**src/rtl/isa_mem_bridge.sv**
```systemverilog
module isa_mem_bridge #(
  parameter int CMD_CLKS = 3
) (
  input  logic        clk,
  input  logic        rst_n,
  input  logic        hst_ads_n,
  input  logic [23:0] hst_addr,
  input  logic        hst_wr,
  input  logic [15:0] hst_wdata,
  output logic        hst_ready_n,
  output logic [15:0] hst_rdata,
  output logic [6:0]  isa_la,
  output logic [15:0] isa_sa,
  output logic        isa_a0,
  output logic        isa_sbhe_n,
  output logic        isa_memr_n,
  output logic        isa_memw_n,
  input  logic        isa_cs16_n,
  input  logic        isa_zws_n,
  input  logic [15:0] isa_din,
  output logic [15:0] isa_dout,
  output logic        isa_doe
);
  localparam int CW = $clog2(CMD_CLKS + 1);

  typedef enum logic [1:0] {IDLE, ADDR, CMD, DONE} st_t;
  st_t st;

  logic [23:1] lat_a;
  logic        lat_wr, wide, half, fin;
  logic [15:0] lat_wd, rd;
  logic [CW-1:0] cnt;

  assign fin = (cnt == CW'(CMD_CLKS - 1)) || (cnt == CW'(1) && !isa_zws_n);

  always_ff @(posedge clk or negedge rst_n) begin
    if (!rst_n) begin
      st <= IDLE; lat_a <= '0; lat_wr <= 1'b0; lat_wd <= '0;
      wide <= 1'b0; half <= 1'b0; cnt <= '0; rd <= '0;
    end else begin
      case (st)
        IDLE: if (!hst_ads_n) begin
          lat_a <= hst_addr[23:1]; lat_wr <= hst_wr; lat_wd <= hst_wdata;
          half <= 1'b0; st <= ADDR;
        end
        ADDR: begin
          if (!half) wide <= !isa_cs16_n;
          cnt <= '0;
          st  <= CMD;
        end
        CMD: if (fin) begin
          if (!lat_wr) begin
            if (wide)       rd       <= isa_din;
            else if (!half) rd[7:0]  <= isa_din[7:0];
            else            rd[15:8] <= isa_din[7:0];
          end
          if (!wide && !half) begin
            half <= 1'b1; st <= ADDR;
          end else st <= DONE;
        end else cnt <= cnt + CW'(1);
        default: st <= IDLE;
      endcase
    end
  end

  assign isa_la      = lat_a[23:17];
  assign isa_sa      = lat_a[16:1];
  assign isa_a0      = half;
  assign isa_sbhe_n  = !(wide || half);
  assign isa_memr_n  = !(st == CMD && !lat_wr);
  assign isa_memw_n  = !(st == CMD && lat_wr);
  assign isa_doe     = (st == CMD) && lat_wr;
  assign isa_dout    = wide ? lat_wd : {8'h00, half ? lat_wd[15:8] : lat_wd[7:0]};
  assign hst_ready_n = !(st == DONE);
  assign hst_rdata   = rd;

  a_r2_addr_first: assert property (@(posedge clk) disable iff (!rst_n)
    ($fell(isa_memr_n) || $fell(isa_memw_n)) |-> $past(st) == ADDR);
  a_r5_one_strobe: assert property (@(posedge clk) disable iff (!rst_n)
    !(!isa_memr_n && !isa_memw_n));
  a_r4_odd_enables_high: assert property (@(posedge clk) disable iff (!rst_n)
    ((!isa_memr_n || !isa_memw_n) && isa_a0) |-> !isa_sbhe_n);
  a_r6_zws_ends: assert property (@(posedge clk) disable iff (!rst_n)
    (st == CMD && cnt == CW'(1) && !isa_zws_n) |=> st != CMD);
  a_r7_cmd_bound: assert property (@(posedge clk) disable iff (!rst_n)
    (st == CMD) |-> cnt < CW'(CMD_CLKS));
  a_r8_ready_pulse: assert property (@(posedge clk) disable iff (!rst_n)
    !hst_ready_n |=> (hst_ready_n && isa_memr_n && isa_memw_n));
  a_r9_busy_ignores: assert property (@(posedge clk) disable iff (!rst_n)
    (st != IDLE) |=> $stable(lat_a));
endmodule

```
**config.mk**
```make
export PLATFORM = sky130hd
export DESIGN_NAME = isa_mem_bridge
export DESIGN_NICKNAME = d
export VERILOG_FILES = /design/src/rtl/isa_mem_bridge.sv
export SDC_FILE = /design/constraint.sdc
export NUM_CORES = 1
export LEC_CHECK = 0
export BUFFER_PORTS_ARGS = -buffer_cell sky130_fd_sc_hd__buf_2
export CORE_ASPECT_RATIO = 0.5
export CORE_MARGIN = 1
export CORE_UTILIZATION = 47
export CTS_CLUSTER_DIAMETER = 200
export DETAILED_ROUTE_END_ITERATION = 10
export PLACE_DENSITY = 0.8
export SETUP_SLACK_MARGIN = 0.4
export SYNTH_ARGS = -nofsm -noshare
export SYNTH_HDL_FRONTEND = slang
export SYNTH_SLANG_ARGS = --single-unit
```
**constraint.sdc**
```tcl
create_clock -name clk -period 2.1 [get_ports clk]
set_input_delay 0.105 -clock clk [delete_from_list [all_inputs] [get_ports clk]]
set_output_delay 0.105 -clock clk [all_outputs]
set_load 0.01 [all_outputs]
```
# After elaboration in Yosys (flattened, before gate mapping)
# Cells that the tools add are included.
# W data, S select, Z words.
# totals
register_bits,62
latch_bits,0
ramBits,0
rom_bits,0
input_bits,62
out_inout_bits,61
wordCells,64
n_memories,0
# op_classes
addsub,1
n_mul,0
n_div,0
n_lt_le_gt_ge,0
eq_ne,10
shift,0
mux,15
n_bitwise,3
reduce_logical,26
# ops
operator,n
$mux W16,2
$mux W8,3
$reduce_and A4 Y1,3
$ne A2 B2 Y1 const B,5
$logic_not A1 Y1,9
$mux W2,4
$reduce_and A2 Y1,4
$eq A2 B2 Y1 const B,3
$pmux W2 S3,1
$reduce_bool A2 Y1,3
$eq A2 B1 Y1 const B,2
$logic_and A1 B1 Y1,4
$pmux W2 S2,1
$mux W1,3
$not A1 Y1,3
$add A2 B1 Y2 const B,1
$logic_not A2 Y1,1
$logic_or A1 B1 Y1,2
$pmux W1 S2,1

# Logic depth before layout (Yosys ltp)
# Gate-level depths: netlist of the first run.
# logic_depth
word_depth,5
depth_mapped,6

# Worst setup path before layout of the first run
# No wires, ideal clock.
# synth_timing
path_type,reg-to-reg
startpoint,register st[0]
endpoint,register rd[10] (netlist: hst_rdata[10])
setup_ns,0.125
t_arrival_ns,1.663
t_required_ns,1.975
setup_slack_ns,0.312
stages_incl_launch_ff,5
n_path_buf,1
synth_period_minus_slack_ns,1.788
cell_sequence,dfrtp_1 buf_4 or3b_4 a211oi_4 mux2_2
# synth_between
elab_chain_len,2
# synth_rtl
element,line,text
from (decl),27,st_t st;
from (signal assigned),38,st <= IDLE; lat_a <= '0; lat_wr <= 1'b0; lat_wd <= '0;
from (signal assigned),44,half <= 1'b0; st <= ADDR;
from (signal assigned),49,st <= CMD;
$eq A2 B2 Y1,41,case (st)
$reduce_and A4 Y1 (no line),n/a,
to (signal assigned),53,if (wide) rd <= isa_din;
to (signal assigned),55,else rd[15:8] <= isa_din[7:0];
to (decl),31,"logic [15:0] lat_wd, rd;"
# No other way between the ends.
# A chain may end at the register's enable or synchronous reset.

# Worst setup path after layout of the first run
# layout_timing
startpoint,register cnt[0]
endpoint,register rd[1] (netlist: hst_rdata[1])
# layout_between
elab_chain_len,4
elab_cells_between_ends,5
# layout_rtl
element,line,text
from (decl),32,logic [CW-1:0] cnt;
from (signal assigned),60,end else cnt <= cnt + CW'(1);
$eq A2 B1 Y1,34,assign fin = (cnt == CW'(CMD_CLKS - 1)) || (cnt == CW'(1) && !isa_zws_n);
$logic_and A1 B1 Y1,34,
$logic_or A1 B1 Y1 (*),34,
$reduce_and A4 Y1 (no line) (*),n/a,
to (signal assigned),53,
to (signal assigned),54,else if (!half) rd[7:0] <= isa_din[7:0];
# Every way passes the cells marked *; elsewhere a longest branch is shown, timed or not.

==> results.py, run 1 <==
metrics = {
    "clock_network": {
        "cts_root_buf": "clkbuf_16",
        "clockBufferDepth": 2,
        "clk_latency_ns": 0.32,
        "clk_pin_slew_ns": 0.05,
        "htreeDepth": 3,
        "clock_sinks": 62,
        "tritoncts": "yes",
        "cts_made_buffers": 9,
    },
    "place": {
        "hpwl_um": 4370,
        "io_buffer_count": 121,
        "routabilityCongestion": 0.785,
        "detailedPlace.worstSlack_ns": 0.232,
    },
    "synthesis": {
        "synth.area.top_cells": "dfrtp_1 56%, mux2_2 26%, mux2_4 4.4%, and2_1 1.8%, buf_2 0.91%",
        "syn-num-nets": 254,
        "ys_warn_count": 0,
        "synth_cell_type_count": 28,
        "yosys-top-cells-count": "63 x mux2_2, 62 x dfrtp_1, 8 x and2_1, 8 x mux2_4, 6 x inv_1",
        "synth_ff_type": "dfrtp_1",
        "yosysMostFrequentCell": "mux2_2",
        "seq_area_frac_synth_pct": 56.5,
        "synth_edf_count": 0,
        "synthCells": 190,
        "ys_seq_elements": 62,
        "synth_top_area_share_pct": 56.5,
        "syn_area_um2": 2750,
        "synth_area_leader_cell": "dfrtp_1",
        "synth_area_per_cell_um2": 14.5,
        "ys_async_sr_fraction_pct": 100,
    },
    "worst_setup_path": {
        "crit_end": "hst_rdata[1]$_DFFE_PN0P_",
        "crit_type": "flop to flop",
        "cp.required_ns": 2.30,
        "reg2reg_slack_ns": 0.41,
        "crit_arrival_ns": 1.89,
        "worstReg2RegStart": "cnt[0]$_DFFE_PN0P_",
        "r2r_cells": 5,
        "worst_setup_path_end_kind": "flop",
        "startpoint": "cnt[0]$_DFFE_PN0P_",
        "r2r-end": "hst_rdata[1]$_DFFE_PN0P_",
        "start_kind": "flop",
        "worstPathMaxFanout": 8,
    },
    "timing": {
        "maxSlewViolCount": 0,
        "period_share_pct": 80.4,
        "tightest_slew_ns": 0.696,
        "fin_setup_tns_ns": 0,
        "rsz0062_at_grt": "no",
        "clock_skew_ns": 0.00572,
        "slew_headroom_pct": 53.6,
        "period_needed_ns": 1.69,
        "setup_violations": 0,
        "fmax_ghz": 0.593,
        "hold_viol": 0,
        "setup_ws_ns": 0.413,
    },
    "floorplanning": {
        "die_area_um2": 6170,
        "die_w_um": 110,
        "initial_core_util_pct": 49.4,
        "io-pin-count": 123,
        "rows": 19,
        "die_h_um": 56.1,
        "core_um2": 5560,
    },
    "drt": {
        "ant_nets": 0,
        "drt_pass1_iterations": 4,
        "drtIter0Drc": 36,
        "wirelength_um": 6220,
        "vias": 1997,
        "post-route-drc-count": 0,
        "vias_per_cell": 4.94,
        "routedWlPerCell_um": 15.4,
    },
    "pwr": {
        "p_total_w": 0.00614,
        "peakVddDrop_mv": 0.982,
        "power_density_nw_per_um2": 1600,
        "power_leakage_nw": 1.86,
    },
    "grt": {
        "grt_overflow": 0,
        "grt_max_degree": 32,
        "grtUsageTotal_pct": 22.2,
        "grt_pass1_vias": 2103,
        "antenna_found_initial": 0,
        "grt_pass1_wl_um": 10000,
    },
    "final_layout": {
        "antennaDiodeCount": 0,
        "syn_to_final_growth_pct": 39.6,
        "drive_gt1_share_pct": 69.5,
        "nets": 392,
    },
    "run": {
        "cap_violations": 0,
    },
    "outcome": {
        "status": "finished clean",
    },
    "min_path": {
        "hp-class": "input pin to flop",
    },
}
[critical path, cell delays in order (launching register included)]
cell     delay, ns
dfrtp_1       0.41
inv_1         0.09
ha_2          0.22
inv_2         0.09
a211o_4       0.43
mux2_4        0.32
[cell families (layout without fill, tap and decap cells)]
family	after synthesis	count (layout)	share of synthesized area, %
multiplexers	71	71	30.2
flip-flops	62	62	56.5
AND/OR/NAND/NOR	25	25	5.74
buffers and inverters	16	157	2.82
AO/OA/AOI/OAI	14	14	3.87
adder cells (fa/ha/maj)	2	2	0.911
[what timing repair did]
action,CTS,global route
endpoints found under the hold margin,31,0
endpoints found under the setup margin,24,24
buffers inserted,2,3
pin swaps,2,1
hold buffers,3,0
resized for setup,7,6
[worst min-delay path by stage]
stage                  start                     end  slack, ns  cells past startpoint
2_1_floorplan          rst_n      cnt[0]$_DFFE_PN0P_      -0.19                      0
3_3_place_gp           rst_n    lat_a[1]$_DFFE_PN0P_       0.17                      1
3_5_place_dp           rst_n    lat_a[1]$_DFFE_PN0P_       0.20                      1
4_1_cts         hst_addr[16]   lat_a[16]$_DFFE_PN0P_      0.003                      2
5_1_grt        hst_wdata[14]  lat_wd[14]$_DFFE_PN0P_      0.003                      2
6_report         hst_addr[3]    lat_a[3]$_DFFE_PN0P_       0.01                      2
[cells in the final DEF, fill, tap and decap left out, drive strengths merged, types with 3 or more instances in the layout]
| cell type | instances |
|---|---|
| buf | 134 |
| mux2 | 71 |
| dfrtp | 62 |
| clkbuf | 12 |
| and2 | 8 |
| inv | 6 |
| nor2b | 4 |
| a21oi | 3 |
| dlygate4sd3 | 3 |
| nand2b | 3 |
[stage by stage]
| step | instances | hold slack (ns) | instance area (um2) | utilization (%) |
|---|---|---|---|---|
| finish | 404 | 0.0148 | 3840 | 69.0 |
| global route | 404 | 0.00305 | 3840 | 69.0 |
| CTS | 401 | 0.00308 | 3790 | 68.1 |
| detailed placement | 382 | 0.201 | 3460 | 62.1 |
| global placement | 382 | 0.175 | 3460 | 62.1 |
| floorplan | 190 | -0.191 | 2750 | - |
[final cells by class]
cell class	instances	area [um2]
clock inverter	2	10.0
timing repair buffer	137	749
fill	408	1730
inverter	6	22.5
tap	73	91.3
clock buffer	12	246
multi-input combinational	112	1160
sequential	62	1550
[routing by layer]
metal	up-vias	track usage (%)	part of all wire, %
met3	6	7.96	4.9
li1	941	-	-
met4	0	4.51	0.55
met5	-	0	0
met1	998	24.2	39
met2	52	41.4	55
[state kept, by name, summed over array words and instances (netlist names)]
register   cells
cnt            2
hst_rdata     16
isa_a0         1
lat_a         23
lat_wd        16
lat_wr         1
st             2
wide           1
[where the power goes]
| group | leakage (nW) | internal, W | switching [W] |
|---|---|---|---|
| clock | 0.128 | 0.000811 | 0.000469 |
| combinational | 1.00 | 0.00148 | 0.00123 |
| sequential | 0.730 | 0.00181 | 0.000337 |
| total | 1.86 | 0.00410 | 0.00204 |
Power figures use the tool's default switching activity.
==> run 2, diff against run 1 <==
==> constraint.sdc (replaced) <==
create_clock -name clk -period 1.7 [get_ports clk]
set_input_delay 0.085 -clock clk [delete_from_list [all_inputs] [get_ports clk]]
set_output_delay 0.085 -clock clk [all_outputs]
set_load 0.01 [all_outputs]
==> run 2 against run 1 <==
Die area unchanged. Combinational power increased by 110%. Clock-buffer cell count unchanged. Critical endpoint is now lat_wd[14]$_DFFE_PN0P_. Via count increased by 33%. The run now ends with hold timing left. Worst setup slack got worse by 0.38 ns. Total power increased by 68%. First-iteration DRC count increased to 4.9 times the previous value. Highest routed layer unchanged. Largest power group unchanged. Non-clock buffer count increased by 67. Clock power increased by 30%. Critical path depth increased by 1. Clock skew increased by 0.0069 ns.
==> results.py, run 2 (same netlist as run 1, synthesis figures left out) <==
metrics = {
    "worst_setup_path": {
        "worstPathMaxFanout": 10,
        "crit_type": "flop to flop",
        "cp.required_ns": 1.92,
        "crit_arrival_ns": 1.89,
        "worst_setup_path_end_kind": "flop",
        "cpMostUsedCell": "buf_6",
        "max_stage_delay_ns": 0.41,
        "crit_chain": "buf_6 > nor3_4 > buf_6 > buf_12 > buf_16 > mux2_2",
        "slowest_stage": "dfrtp_1",
        "cpLargestDelayFamily": "buffers and inverters",
        "start_kind": "flop",
        "crit_buf_inv": 4,
    },
    "pwr": {
        "power_density_nw_per_um2": 2040,
        "peakVddDrop_mv": 1.48,
        "power_leakage_nw": 2.48,
    },
    "final_layout": {
        "largest_reg_flops": 23,
        "fillers": 207,
        "mostFrequentLayoutCell": "buf_2",
        "design_area_um2": 5070,
        "multi_input_area_um2": 1430,
        "registers.top_by_ff_count": "lat_a",
        "syn_to_final_growth_pct": 84.4,
        "stdcell_count": 473,
        "antennaDiodeCount": 0,
        "seqCellArea_um2": 1550,
        "drive_gt1_share_pct": 69.0,
        "layout_common_cells": "102 x buf_2, 60 x dfrtp_1, 57 x mux2_4",
        "nets": 459,
        "postLayoutCoreUtil_pct": 91.1,
    },
    "drt": {
        "post-route-drc-count": 0,
        "routedWlPerCell_um": 25.0,
        "wirelength_um": 11800,
        "ant_nets": 0,
        "vias_per_cell": 5.62,
        "drt_pass1_iterations": 5,
        "vias": 2657,
        "drtIter0Drc": 177,
    },
    "place": {
        "place_inst": 383,
        "place_area_um2": 3490,
        "detailedPlace.worstSlack_ns": -0.0927,
        "routabilityCongestion": 0.723,
        "hpwl_um": 4330,
        "io_buffer_count": 121,
    },
    "outcome": {
        "status": "finished, violations left",
        "violations": "hold timing",
    },
    "clock_network": {
        "cts_made_buffers": 9,
        "clk_latency_ns": 0.34,
        "htreeDepth": 3,
        "clk_pin_slew_ns": 0.06,
        "clock_sinks": 62,
        "cts_root_buf": "clkbuf_16",
        "clockBufferDepth": 2,
        "tritoncts": "yes",
    },
    "timing": {
        "hold_viol": 1,
        "tightest_slew_ns": 0.750,
        "period_share_pct": 98.3,
        "fmax_ghz": 0.598,
        "clock_skew_ns": 0.0126,
        "period_needed_ns": 1.67,
        "maxSlewViolCount": 0,
        "rsz0062_at_grt": "yes",
        "slew_headroom_pct": 50.0,
        "whs_ns": -0.00353,
        "setup_ws_ns": 0.0286,
        "setup_violations": 0,
    },
    "grt": {
        "grtUsageTotal_pct": 31.2,
        "grt_max_degree": 36,
        "grt_overflow": 0,
        "antenna_found_initial": 0,
        "grt_pass1_wl_um": 13900,
        "grt_pass1_vias": 2660,
    },
    "floorplanning": {
        "die_h_um": 56.1,
        "core_um2": 5560,
        "die_area_um2": 6170,
        "die_w_um": 110,
        "rows": 19,
        "initial_core_util_pct": 49.4,
        "io-pin-count": 123,
    },
    "min_path": {
        "hp-class": "input pin to flop",
    },
    "run": {
        "cap_violations": 0,
    },
}
run 2: layout make-up:
type                       instances  area share, %
timing repair buffer             204           33.7
sequential                        62           30.7
multi-input combinational        112           28.3
clock inverter                     4          0.469
clock buffer                      12           4.67
tap                               73           1.80
inverter                           6          0.444
run 2: final timing paths:
| kind | from | cells after the start | end | slack (ns) |
|---|---|---|---|---|
| setup / recovery | st[1]$_DFFE_PN0P_ | 6 | lat_wd[14]$_DFFE_PN0P_ | 0.03 |
| hold / removal | hst_wdata[5] | 2 | lat_wd[5]$_DFFE_PN0P_ | -0.004 |
| setup reg to reg | st[1]$_DFFE_PN0P_ | 6 | lat_wd[14]$_DFFE_PN0P_ | 0.03 |
| hold reg to reg | lat_a[18]$_DFFE_PN0P_ | 1 | lat_a[18]$_DFFE_PN0P_ | 0.50 |
| max in group asynchronous | rst_n | 3 | lat_a[13]$_DFFE_PN0P_ | 0.69 |
| min in group asynchronous | rst_n | 2 | isa_a0$_DFFE_PN0P_ | 0.35 |
run 2: repair_timing:
item / CTS / global route
pin swaps: 7 / 3
setup buffers: 11 / 12
resized for setup: 64 / 60
endpoints found under the setup margin: 79 / 81
hold buffers: 44 / 0
hold endpoints to repair: 70 / 0
cloned: 3 / 4
run 2: worst register-to-register path: cells and delay by family (launching register included):
family                 cells  cell delay, ns
muxes                      1            0.35
and+or+nand+nor            1            0.25
DFF                        1            0.41
buffers and inverters      4            0.55
run 2: through the flow:
| stage | hold slack (ns) | total power [W] | setup TNS [ns] |
|---|---|---|---|
| finish | -0.00353 | 0.0103 | 0 |
| global route | -0.00173 | 0.0107 | -0.0627 |
| CTS | 0.00167 | 0.00871 | 0 |
| detailed placement | 0.152 | 0.00594 | -0.670 |
| global placement | 0.128 | 0.00577 | -0.0371 |
| floorplan | -0.211 | 0.00467 | -0.0210 |
run 2: layer usage:
metal | global-route usage, % | share of wire [%] | wire length [um]
met1 | 35.6 | 36 | 4280
met2 | 52.9 | 50 | 5920
met3 | 10.2 | 8.6 | 1020
met4 | 15.2 | 5.1 | 599
met5 | 0 | 0 | 0
run 2: power breakdown:
part | switching, W | total (W) | internal, W | leakage [nW]
Clock | 0.000692 | 0.00167 | 0.000982 | 0.130
Sequential | 0.000606 | 0.00285 | 0.00224 | 0.729
Combinational | 0.00238 | 0.00582 | 0.00344 | 1.62
Total | 0.00368 | 0.0103 | 0.00667 | 2.48
==> run 3, diff against run 2 <==
--- a/config.mk
+++ b/config.mk
@@ -11,7 +11,7 @@
 export CORE_UTILIZATION = 47
 export CTS_CLUSTER_DIAMETER = 200
 export DETAILED_ROUTE_END_ITERATION = 10
-export PLACE_DENSITY = 0.8
+export PLACE_DENSITY = 0.87
 export SETUP_SLACK_MARGIN = 0.4
 export SYNTH_ARGS = -nofsm -noshare
 export SYNTH_HDL_FRONTEND = slang
==> constraint.sdc (replaced) <==
create_clock -name clk -period 1.57 [get_ports clk]
set_input_delay 0.0785 -clock clk [delete_from_list [all_inputs] [get_ports clk]]
set_output_delay 0.0785 -clock clk [all_outputs]
set_load 0.01 [all_outputs]
==> run 3 against run 2 <==
The flow finishes with violations (hold timing, setup timing). Clock power is 12% higher. Final area is 2.9% higher. Highest routed layer unchanged. Critical path type unchanged. Largest power group unchanged. Routed wire length is 8.9% higher.
==> results.py, run 3 (same netlist as run 1, synthesis figures left out) <==
metrics = {
    "drt": {
        "drtIter0Drc": 210,
        "wirelength_um": 12900,
        "routedWlPerCell_um": 26.9,
        "post-route-drc-count": 0,
        "vias_per_cell": 5.69,
        "drt_pass1_iterations": 4,
        "vias": 2719,
        "ant_nets": 0,
    },
    "clock_network": {
        "cts_made_buffers": 9,
        "clock_sinks": 62,
        "htreeDepth": 3,
        "cts_root_buf": "clkbuf_16",
        "clockBufferDepth": 2,
        "clk_pin_slew_ns": 0.06,
        "tritoncts": "yes",
        "clk_latency_ns": 0.33,
    },
    "floorplanning": {
        "die_h_um": 56.1,
        "die_w_um": 110,
        "rows": 19,
        "core_um2": 5560,
        "io-pin-count": 123,
        "initial_core_util_pct": 49.4,
        "die_area_um2": 6170,
    },
    "grt": {
        "grt_max_degree": 63,
        "grt_pass1_wl_um": 16100,
        "grtUsageTotal_pct": 36.9,
        "antenna_found_initial": 1,
        "grt_pass1_vias": 2767,
        "grt_overflow": 0,
    },
    "final_layout": {
        "fillers": 160,
        "syn_to_final_growth_pct": 89.7,
        "registers.top_by_ff_count": "lat_a",
        "mostFrequentLayoutCell": "buf_2",
        "layout_common_cells": "100 x buf_2, 63 x mux2_4, 61 x dfrtp_1",
        "nets": 464,
        "stdcell_count": 478,
        "largest_reg_flops": 23,
        "drive_gt1_share_pct": 71.0,
        "postLayoutCoreUtil_pct": 93.7,
        "multi_input_area_um2": 1520,
        "seqCellArea_um2": 1550,
    },
    "place": {
        "hpwl_um": 4330,
        "io_buffer_count": 121,
        "place_inst": 389,
        "routabilityCongestion": 0.755,
    },
    "timing": {
        "period_share_pct": 110,
        "fin_setup_tns_ns": -7.10,
        "hold_viol": 1,
        "clock_skew_ns": 0.00713,
        "whs_ns": -0.00333,
        "maxSlewViolCount": 0,
        "setup_violations": 64,
        "period_needed_ns": 1.73,
        "fmax_ghz": 0.579,
        "tightest_slew_ns": 0.404,
        "setup_ws_ns": -0.156,
        "rsz0062_at_grt": "yes",
        "slew_headroom_pct": 73.0,
    },
    "worst_setup_path": {
        "start_kind": "flop",
        "cp.required_ns": 1.78,
        "r2r_cells": 4,
        "crit_type": "flop to flop",
        "worst_setup_path_end_kind": "flop",
        "r2r-end": "hst_rdata[11]$_DFFE_PN0P_",
        "worstPathMaxFanout": 8,
        "crit_arrival_ns": 1.94,
        "reg2reg_slack_ns": -0.16,
        "worstReg2RegStart": "lat_wr$_DFFE_PN0P_",
    },
    "min_path": {
        "hp-start": "isa_din[0]",
        "hp-class": "input pin to flop",
        "hold_depth": 2,
        "holdPathEnd": "hst_rdata[0]$_DFFE_PN0P_",
    },
    "outcome": {
        "violations": "hold timing, setup timing",
        "status": "finished, violations left",
    },
    "pwr": {
        "peakVddDrop_mv": 1.83,
        "pwr-share-clk_pct": 16.0,
        "switching_power_w": 0.00420,
        "internal_power_w": 0.00750,
        "p_comb_share_pct": 57.2,
        "power_density_nw_per_um2": 2240,
        "p_seq_share_pct": 26.8,
        "power_leakage_nw": 2.56,
        "switching_share_pct": 35.9,
    },
    "run": {
        "cap_violations": 0,
    },
}
## run 3: per-stage QoR
step / hold WS, ns / setup WS, ns / cell area (um2) / total power, W
final: -0.00333 / -0.156 / 5210 / 0.0117
after global routing: 0.000915 / -0.167 / 5210 / 0.0120
after CTS: 0.000811 / -0.0892 / 4940 / 0.0103
after detailed placement: 0.114 / -0.165 / 3590 / 0.00666
after global placement: 0.104 / -0.0939 / 3590 / 0.00645
after floorplan: -0.217 / -0.133 / 2800 / 0.00517
## run 3: how the worst max path moves through the flow
stage / endpoint / start / cells after the start / slack (ns)
5_1_grt: hst_rdata[8]$_DFFE_PN0P_ / lat_wr$_DFFE_PN0P_ / 4 / -0.17
3_3_place_gp: hst_rdata[6]$_DFFE_PN0P_ / lat_wr$_DFFE_PN0P_ / 3 / -0.09
2_1_floorplan: hst_rdata[10]$_DFFE_PN0P_ / st[0]$_DFFE_PN0P_ / 4 / -0.13
6_report: hst_rdata[11]$_DFFE_PN0P_ / lat_wr$_DFFE_PN0P_ / 4 / -0.16
4_1_cts: hst_rdata[8]$_DFFE_PN0P_ / st[0]$_DFFE_PN0P_ / 4 / -0.09
3_5_place_dp: hst_rdata[2]$_DFFE_PN0P_ / cnt[1]$_DFFE_PN0P_ / 5 / -0.17
## run 3: worst max-delay path: stages (launching register included)
cell and delay (ns):
dfrtp_1 0.40, or3b_4 0.46, a211oi_4 0.25, buf_12 0.18, mux2_4 0.31
## run 3: timing repair
action | CTS | global route
setup buffers | 16 | 9
gates cloned | 4 | 2
hold buffers | 41 | 1
hold endpoints to repair | 102 | 1
endpoints found under the setup margin | 81 | 83
resized for setup | 110 | 34
pin swaps | 8 | 10
## run 3: power groups by stage
stage	clock [W]	sequential (W)	combinational (W)
2_1_floorplan	0	0.00307	0.00209
3_3_place_gp	0	0.00282	0.00363
3_5_place_dp	0	0.00290	0.00376
4_1_cts	0.00181	0.00295	0.00558
5_1_grt	0.00194	0.00318	0.00690
6_report	0.00187	0.00314	0.00669
## run 3: layout make-up
cell class	instances	share of cell area, %
repair buffers	209	33.7
inverters	6	0.480
multi-input cells	112	29.1
well taps	73	1.75
clock buffers	14	5.06
diodes	1	0.0480
clock inverters	1	0.0960
flip-flops and latches	62	29.8
## run 3: per-layer routing
| metal | track usage [%] | wire length [um] | vias up |
|---|---|---|---|
| li1 | - | - | 1090 |
| met1 | 46.4 | 4800 | 1369 |
| met2 | 59.6 | 6270 | 193 |
| met3 | 10.2 | 992 | 67 |
| met4 | 16.5 | 802 | 0 |
| met5 | 0 | 0 | - |
